<file path="src/rtl/ovl_pkg.sv">
// Package ovl_pkg
// Purpose: shared constants for the overlay decoder's latch layout.
// Assumes: the latch is base page bits, then one enable bit, then one reserved bit.
package ovl_pkg;
    localparam int ENA_OFS = 0;   // enable sits just above the base field
    localparam int RSV_OFS = 1;   // reserved bit sits above the enable

    // Build the stored latch image: the reserved bit is forced to zero.
    function automatic logic [7:0] clean_latch(input logic [7:0] raw);
        clean_latch = {1'b0, raw[6:0]};
    endfunction
endpackage

</file>
<file path="src/rtl/ovl_ctrl_latch.sv">
// Module ovl_ctrl_latch
// Purpose: holds the overlay control word (base page and enable).
// Assumes: a synchronous active-low reset; the reserved top bit is stored as zero.
module ovl_ctrl_latch #(
    parameter int BASE_W = 6,
    localparam int LAT_W = BASE_W + 2
) (
    input  logic             clk,
    input  logic             rst_n,
    input  logic             wr,
    input  logic [LAT_W-1:0] din,
    output logic [LAT_W-1:0] q
);
    // Load the base and enable on a write; clear everything on reset.
    always_ff @(posedge clk) begin
        if (!rst_n)
            q <= '0;
        else if (wr)
            q <= {1'b0, din[BASE_W:0]};
    end
endmodule

</file>
<file path="src/rtl/ovl_window_match.sv">
// Module ovl_window_match
// Purpose: compares the upper address bits with the latched base page.
// Assumes: the window is 2**WIN_W bytes and aligned to its own size.
module ovl_window_match #(
    parameter int ADDR_W = 16,
    parameter int WIN_W  = 10,
    localparam int BASE_W = ADDR_W - WIN_W
) (
    input  logic [ADDR_W-1:0] addr,
    input  logic [BASE_W-1:0] base,
    input  logic              enable,
    output logic              hit
);
    logic [BASE_W-1:0] bit_eq;

    // One equality cell per base bit.
    for (genvar g = 0; g < BASE_W; g++) begin : g_cmp
        assign bit_eq[g] = ~(addr[WIN_W+g] ^ base[g]);
    end

    // A hit needs every bit to match and the overlay to be on.
    always_comb begin
        hit = enable & (&bit_eq);
    end
endmodule

</file>
<file path="src/rtl/ovl_strobe_gate.sv">
// Module ovl_strobe_gate
// Purpose: drives the colour RAM strobes and passes the memory strobes through.
// Assumes: the colour RAM is never read by the processor; write strobes are active high.
module ovl_strobe_gate #(
    parameter int ADDR_W = 16,
    parameter int WIN_W  = 10
) (
    input  logic              hit,
    input  logic [ADDR_W-1:0] addr,
    input  logic              cpu_rd,
    input  logic              cpu_wr,
    output logic [WIN_W-1:0]  cram_addr,
    output logic              cram_we,
    output logic              mem_rd,
    output logic              mem_wr
);
    // Colour RAM offset, write gating, and an unchanged memory path.
    always_comb begin
        cram_addr = addr[WIN_W-1:0];
        cram_we   = hit & cpu_wr;
        mem_rd    = cpu_rd;
        mem_wr    = cpu_wr;
    end
endmodule

</file>
<file path="src/rtl/overlay_window_decoder.sv">
// Module overlay_window_decoder
// Purpose: top level of the relocatable write-only colour overlay decoder.
// Assumes: the latch is registered and the decode is combinational, so a latch
//          write acts from the cycle after the edge that samples it.
module overlay_window_decoder #(
    parameter int ADDR_W = 16,
    parameter int WIN_W  = 10,
    localparam int BASE_W = ADDR_W - WIN_W,
    localparam int LAT_W  = BASE_W + 2
) (
    input  logic              clk,
    input  logic              rst_n,
    input  logic              latch_wr,
    input  logic [LAT_W-1:0]  latch_din,
    output logic [LAT_W-1:0]  latch_q,
    input  logic [ADDR_W-1:0] cpu_addr,
    input  logic              cpu_rd,
    input  logic              cpu_wr,
    output logic              win_hit,
    output logic [WIN_W-1:0]  cram_addr,
    output logic              cram_we,
    output logic              mem_rd,
    output logic              mem_wr
);
    import ovl_pkg::*;

    localparam int ENA_BIT = BASE_W + ENA_OFS;

    logic [LAT_W-1:0] ctl;

    ovl_ctrl_latch #(.BASE_W(BASE_W)) u_latch (
        .clk   (clk),
        .rst_n (rst_n),
        .wr    (latch_wr),
        .din   (latch_din),
        .q     (ctl)
    );

    ovl_window_match #(.ADDR_W(ADDR_W), .WIN_W(WIN_W)) u_match (
        .addr   (cpu_addr),
        .base   (ctl[BASE_W-1:0]),
        .enable (ctl[ENA_BIT]),
        .hit    (win_hit)
    );

    ovl_strobe_gate #(.ADDR_W(ADDR_W), .WIN_W(WIN_W)) u_gate (
        .hit       (win_hit),
        .addr      (cpu_addr),
        .cpu_rd    (cpu_rd),
        .cpu_wr    (cpu_wr),
        .cram_addr (cram_addr),
        .cram_we   (cram_we),
        .mem_rd    (mem_rd),
        .mem_wr    (mem_wr)
    );

    // Expose the stored control word.
    always_comb latch_q = ctl;
endmodule

</file>
<file path="config.mk">
export PLATFORM = sky130hd
export DESIGN_NAME = overlay_window_decoder
export DESIGN_NICKNAME = d
export VERILOG_FILES = /design/src/rtl/ovl_pkg.sv /design/src/rtl/ovl_ctrl_latch.sv /design/src/rtl/ovl_window_match.sv /design/src/rtl/ovl_strobe_gate.sv /design/src/rtl/overlay_window_decoder.sv
export SDC_FILE = /design/constraint.sdc
export NUM_CORES = 1
export LEC_CHECK = 0
export CORE_MARGIN = 2
export CORE_UTILIZATION = 26
export DETAILED_ROUTE_END_ITERATION = 8
export GPL_TIMING_DRIVEN = 0
export PLACE_DENSITY = 0.79
export SYNTH_ARGS = -nofsm -noshare
export SYNTH_HDL_FRONTEND = slang
export SYNTH_SLANG_ARGS = --single-unit
export TNS_END_PERCENT = 100
</file>
<file path="constraint.sdc">
create_clock -name clk -period 1.05 [get_ports clk]
set_input_delay 0.105 -clock clk [delete_from_list [all_inputs] [get_ports clk]]
set_output_delay 0.105 -clock clk [all_outputs]
set_load 0.1 [all_outputs]
</file>
# Word level (Yosys, flattened, before mapping)
# Cells that the tools add are included.
dict set report word_totals {
  inputBits 29
  output_inout_bits 22
  regBits 7
}
dict set report op_classes {
  bitwise 14
  reduce_logical 1
}
# cell count
set op_table {}
lappend op_table {{NOT 1 bit} 6}
lappend op_table {{AND reduction 6 bit} 1}
lappend op_table {{bitwise XOR 1 bit} 6}
lappend op_table {{bitwise AND 1 bit} 2}

# Longest topological paths before layout
dict set report depth {
  depth_word 5
  ltp_mapped 3
  depth_no_buf 3
}

# Cells and area by module
# From an unflattened synthesis, not the netlist that was laid out.
dict set report unflattened {
  hier_cells 45
  hier_area_um2 444.2
}
# module instances area_per_inst_um2 cells_per_inst
set by_module_without_submodules {}
lappend by_module_without_submodules {ovl_ctrl_latch 1 276.5 24}
lappend by_module_without_submodules {ovl_strobe_gate 1 96.3 13}
lappend by_module_without_submodules {ovl_window_match 1 71.3 8}

# Least setup slack after synthesis
# OpenSTA, ideal clock, no wires.
dict set report synth_path {
  kind {register -> output}
  from {reg u_latch.q[0]}
  to {out cram_we}
  t_required_ns 0.945
  stages_incl_launch_ff 4
  arrival_ns 3.349
  slack_ns -2.404
  path_cell_list {dfxtp_1 -> xnor2_1 -> nand3_1 -> nor3_1}
}
dict set report synth_between {
  elab_chain_len 5
}
# element line_no
set synth_lines {}
lappend synth_lines {{start: declaration} ovl_ctrl_latch.sv:12} ;# output logic [LAT_W-1:0] q
lappend synth_lines {{start signal: assignment} ovl_ctrl_latch.sv:19} ;# q <= {1'b0, din[BASE_W:0]};
lappend synth_lines {{bitwise XOR 1 bit} ovl_window_match.sv:18} ;# assign bit_eq[g] = ~(addr[WIN_W+g] ^ base[g]);
lappend synth_lines {{NOT 1 bit} ovl_window_match.sv:18}
lappend synth_lines {{AND reduction 6 bit} ovl_window_match.sv:23} ;# hit = enable & (&bit_eq);
lappend synth_lines {{bitwise AND 1 bit} ovl_window_match.sv:23}
lappend synth_lines {{bitwise AND 1 bit} ovl_strobe_gate.sv:20} ;# cram_we = hit & cpu_wr;
lappend synth_lines {{end: declaration} overlay_window_decoder.sv:21} ;# output logic cram_we,
# Every way passes these cells.

# Worst setup path after layout
dict set report layout_path {
  from {in cpu_addr[11]}
  to {out win_hit}
}
dict set report layout_between {
  elab_chain_len 4
}
# element line_no
set layout_lines {}
lappend layout_lines {{start: declaration} overlay_window_decoder.sv:16} ;# input logic [ADDR_W-1:0] cpu_addr,
lappend layout_lines {{bitwise XOR 1 bit} ovl_window_match.sv:18}
lappend layout_lines {{NOT 1 bit} ovl_window_match.sv:18}
lappend layout_lines {{AND reduction 6 bit} ovl_window_match.sv:23}
lappend layout_lines {{bitwise AND 1 bit} ovl_window_match.sv:23}
lappend layout_lines {{end: declaration} overlay_window_decoder.sv:19} ;# output logic win_hit,
# Every way passes these cells.

==> out/metrics.csv <==
stage,metric,value,unit
synthesis,yosys.area_share.simple,15.83,%
global_routing,grt_first_pass_wirelength,1614,µm
final_layout,drive_gt1_share,64.84,%
clock_network,cts_max_level,1,
power_and_ir_drop,p_per_area,1106,nW/µm²
timing,relSlewSlack,63.74,%
hold_path,hp-class,primary input to flop,
synthesis,synthXorXnorAreaFrac,11.67,%
final_layout,finalInstanceArea,1017,µm²
placement,place_area,897.1,µm²
timing,slew_violations,0,
synthesis,seq_area_frac_synth,31.11,%
clock_network,clock-root-buffer,clkbuf_4,
hold_path,hold_path_end,u_latch.q[3]$_SDFFE_PN0P_,
status,violations,setup timing,
final_layout,fin_nets,121,
synthesis,synthDistinctLibCells,9,
timing,finClkSkew,0,ps
setup_path,arrival,1270,ps
floorplanning,core,1670,µm²
power_and_ir_drop,max-vdd-ir-drop,0.0006080,V
synthesis,synthAdderAreaFrac,0,%
setup_path,regToRegSetupSlack,290,ps
final_layout,largest_reg_flops,7,
global_routing,grt_max_degree,8,
timing,max_freq,724.7,MHz
timing,fin_ws,-329.8,ps
setup_path,r2r-end,u_latch.q[2]$_SDFFE_PN0P_,
status,status,finished with violations,
setup_path,cp_max_fo,2,
drt,routed_wl,1063,µm
setup_path,crit_path_end_kind,primary output,
drt,dr.first_iter.drc_count,0,
power_and_ir_drop,p_leak,0.0004618,µW
run,cap_violations,0,
drt,ant_nets,0,
final_layout,fill_cells,153,
synthesis,netlist.top_cell.by_area,dfxtp_1,
synthesis,ys_ff_latch,7,
clock_network,cts_hold_buf,0,
global_routing,grt_usage,11.07,%
final_layout,final_util,60.90,%
synthesis,synthCells,49,
clock_network,clkTransAtPathRegs,50,ps
timing,fin_crit_sh,131.4,%
placement,numPortBuffers,36,
floorplanning,die_h,45.62,µm
final_layout,largest_register,u_latch.q,
setup_path,rr_worst_depth,3,
timing,worstMarginPinSlew,546.4,ps
synthesis,synth_compound_area_share,0,%
floorplanning,initial_core_util,26.97,%
setup_path,worstSetupPathType,primary input to primary output,
placement,place_congestion,0.5952,
setup_path,cp-start-kind,primary input,
final_layout,top_regs,u_latch.q: 7 flops,
timing,setup_tns,-656.2,ps
drt,drt_pass1_iterations,1,
synthesis,synth_area,450.4,µm²
clock_network,cts_tree,done,
floorplanning,io_pins,51,
global_routing,grt_pass1_vias,397,
floorplanning,dieArea,2081,µm²
placement,place_ws,-1252,ps
timing,layout_min_cycle_time,1380,ps
synthesis,syn_area_per_cell,9.192,µm²
clock_network,clock-sinks,7,
synthesis,yosysWarnings,0,
synthesis,synth_mux_area_share,15.56,%
hold_path,whs_path_depth,3,
timing,hold_ws,244.0,ps
global_routing,antenna_found_initial,0,
clock_network,cts_buffers,3,
drt,wl_per_cell,9.843,µm
final_layout,diodes,0,
global_routing,grt_remaining_overflow,0,
drt,remaining_drc_errors,0,
drt,num_vias,450,
timing,finalHoldViolCount,0,
final_layout,area_delta_synth_final,125.8,%
floorplanning,die_w,45.62,µm
timing,finalSetupViolCount,2,
clock_network,cts.path.max_buffers,2,
setup_path,cp_data_required_time,940,ps
setup_path,rr_startpoint,u_latch.q[2]$_SDFFE_PN0P_,
hold_path,hold_start,latch_wr,
floorplanning,row_count,15,
synthesis,synth_nets,78,
synthesis,synth_area_leaders,"dfxtp_1 (31%), buf_4 (25%), mux2i_1 (16%), xnor2_1 (12%), nor2b_1 (9.7%)",
timing,rsz0062_at_grt,true,
clock_network,clk_latency,240,ps
drt,viasPerCell,4.167,
synthesis,synth_top_family_by_area,buffers and inverters,
synthesis,synth_top_area_share,31.11,%
[cells by family (layout without fill, tap and decap cells)]
kind of cell / after synthesis / in the layout
muxes: 7 / 7
other: 1 / 1
xor gates and xnor gates: 6 / 6
buffers and inverters: 15 / 57
DFF: 7 / 7
and+or+nand+nor: 13 / 13
[report_power, final]
| part | internal [µW] | switching [µW] | total [µW] |
|---|---|---|---|
| clock network | 144 | 86.1 | 230 |
| registers | 278 | 17.7 | 295 |
| logic | 206 | 394 | 600 |
| total | 628 | 497 | 1130 |
[cells in the final DEF, fill, tap and decap left out]
cell | synthesis | layout
buf_4 | 15 | 21
conb_1 | 1 | 1
dfxtp_2 | 0 | 1
nand3_2 | 0 | 2
nor2b_1 | 7 | 7
nand2_2 | 0 | 1
nand2_1 | 2 | 1
dlygate4sd2_1 | 0 | 1
clkdlybuf4s50_1 | 0 | 14
buf_6 | 0 | 2
clkbuf_1 | 0 | 1
dfxtp_4 | 0 | 6
buf_8 | 0 | 1
mux2i_1 | 7 | 7
nor3_4 | 0 | 2
buf_12 | 0 | 3
xnor2_2 | 0 | 6
clkbuf_4 | 0 | 3
clkdlybuf4s15_2 | 0 | 11
[what timing repair did]
item	4_1_cts	5_1_grt
gates resized for setup	110	3
setup buffers	1	1
endpoints found under the setup margin	21	4
pin swaps	9	3
[Yosys cell counts]
cell	number
dfxtp_1	7
nor3_1	2
xnor2_1	6
nand2_1	2
buf_4	15
mux2i_1	7
conb_1	1
nor2b_1	7
nand3_1	2
[layout make-up]
class / instances / area (µm²) / share of cell area (%)
plain buffers: 15 / 112.6 / 11.07
clock buffers: 4 / 26.28 / 2.583
multi-input cells: 27 / 277.8 / 27.31
flip-flops and latches: 7 / 163.9 / 16.11
well taps: 17 / 21.27 / 2.091
repair buffers: 38 / 415.4 / 40.84
[metrics by stage]
| step | total power (µW) | cells |
|---|---|---|
| after global placement | 872.4 | 102 |
| final | 1125 | 108 |
| after CTS | 1133 | 107 |
| after floorplan | 730.2 | 49 |
| after detailed placement | 875.2 | 102 |
| after global routing | 1183 | 108 |
[worst max-delay path by stage]
stage                          to                       from
after global routing      cram_we  u_latch.q[5]$_SDFFE_PN0P_
final                     win_hit               cpu_addr[11]
after CTS                 win_hit  u_latch.q[2]$_SDFFE_PN0P_
after detailed placement  win_hit               cpu_addr[11]
after floorplan           cram_we  u_latch.q[1]$_SDFFE_PN0P_
after global placement    cram_we               cpu_addr[11]
[per-layer routing]
layer	global-route usage (%)	up-vias	share of wire [%]
li1	-	229	-
met1	11.75	191	37
met2	19.15	28	51
met3	3.968	2	11
met4	5.294	0	0.75
met5	0	-	0
[critical path, stage by stage]
cell and delay [ps]:
clkdlybuf4s50_1 440, xnor2_2 200, nand2_1 110, nor3_4 220, buf_12 200
No activity file was read; power rests on OpenSTA's default activity.
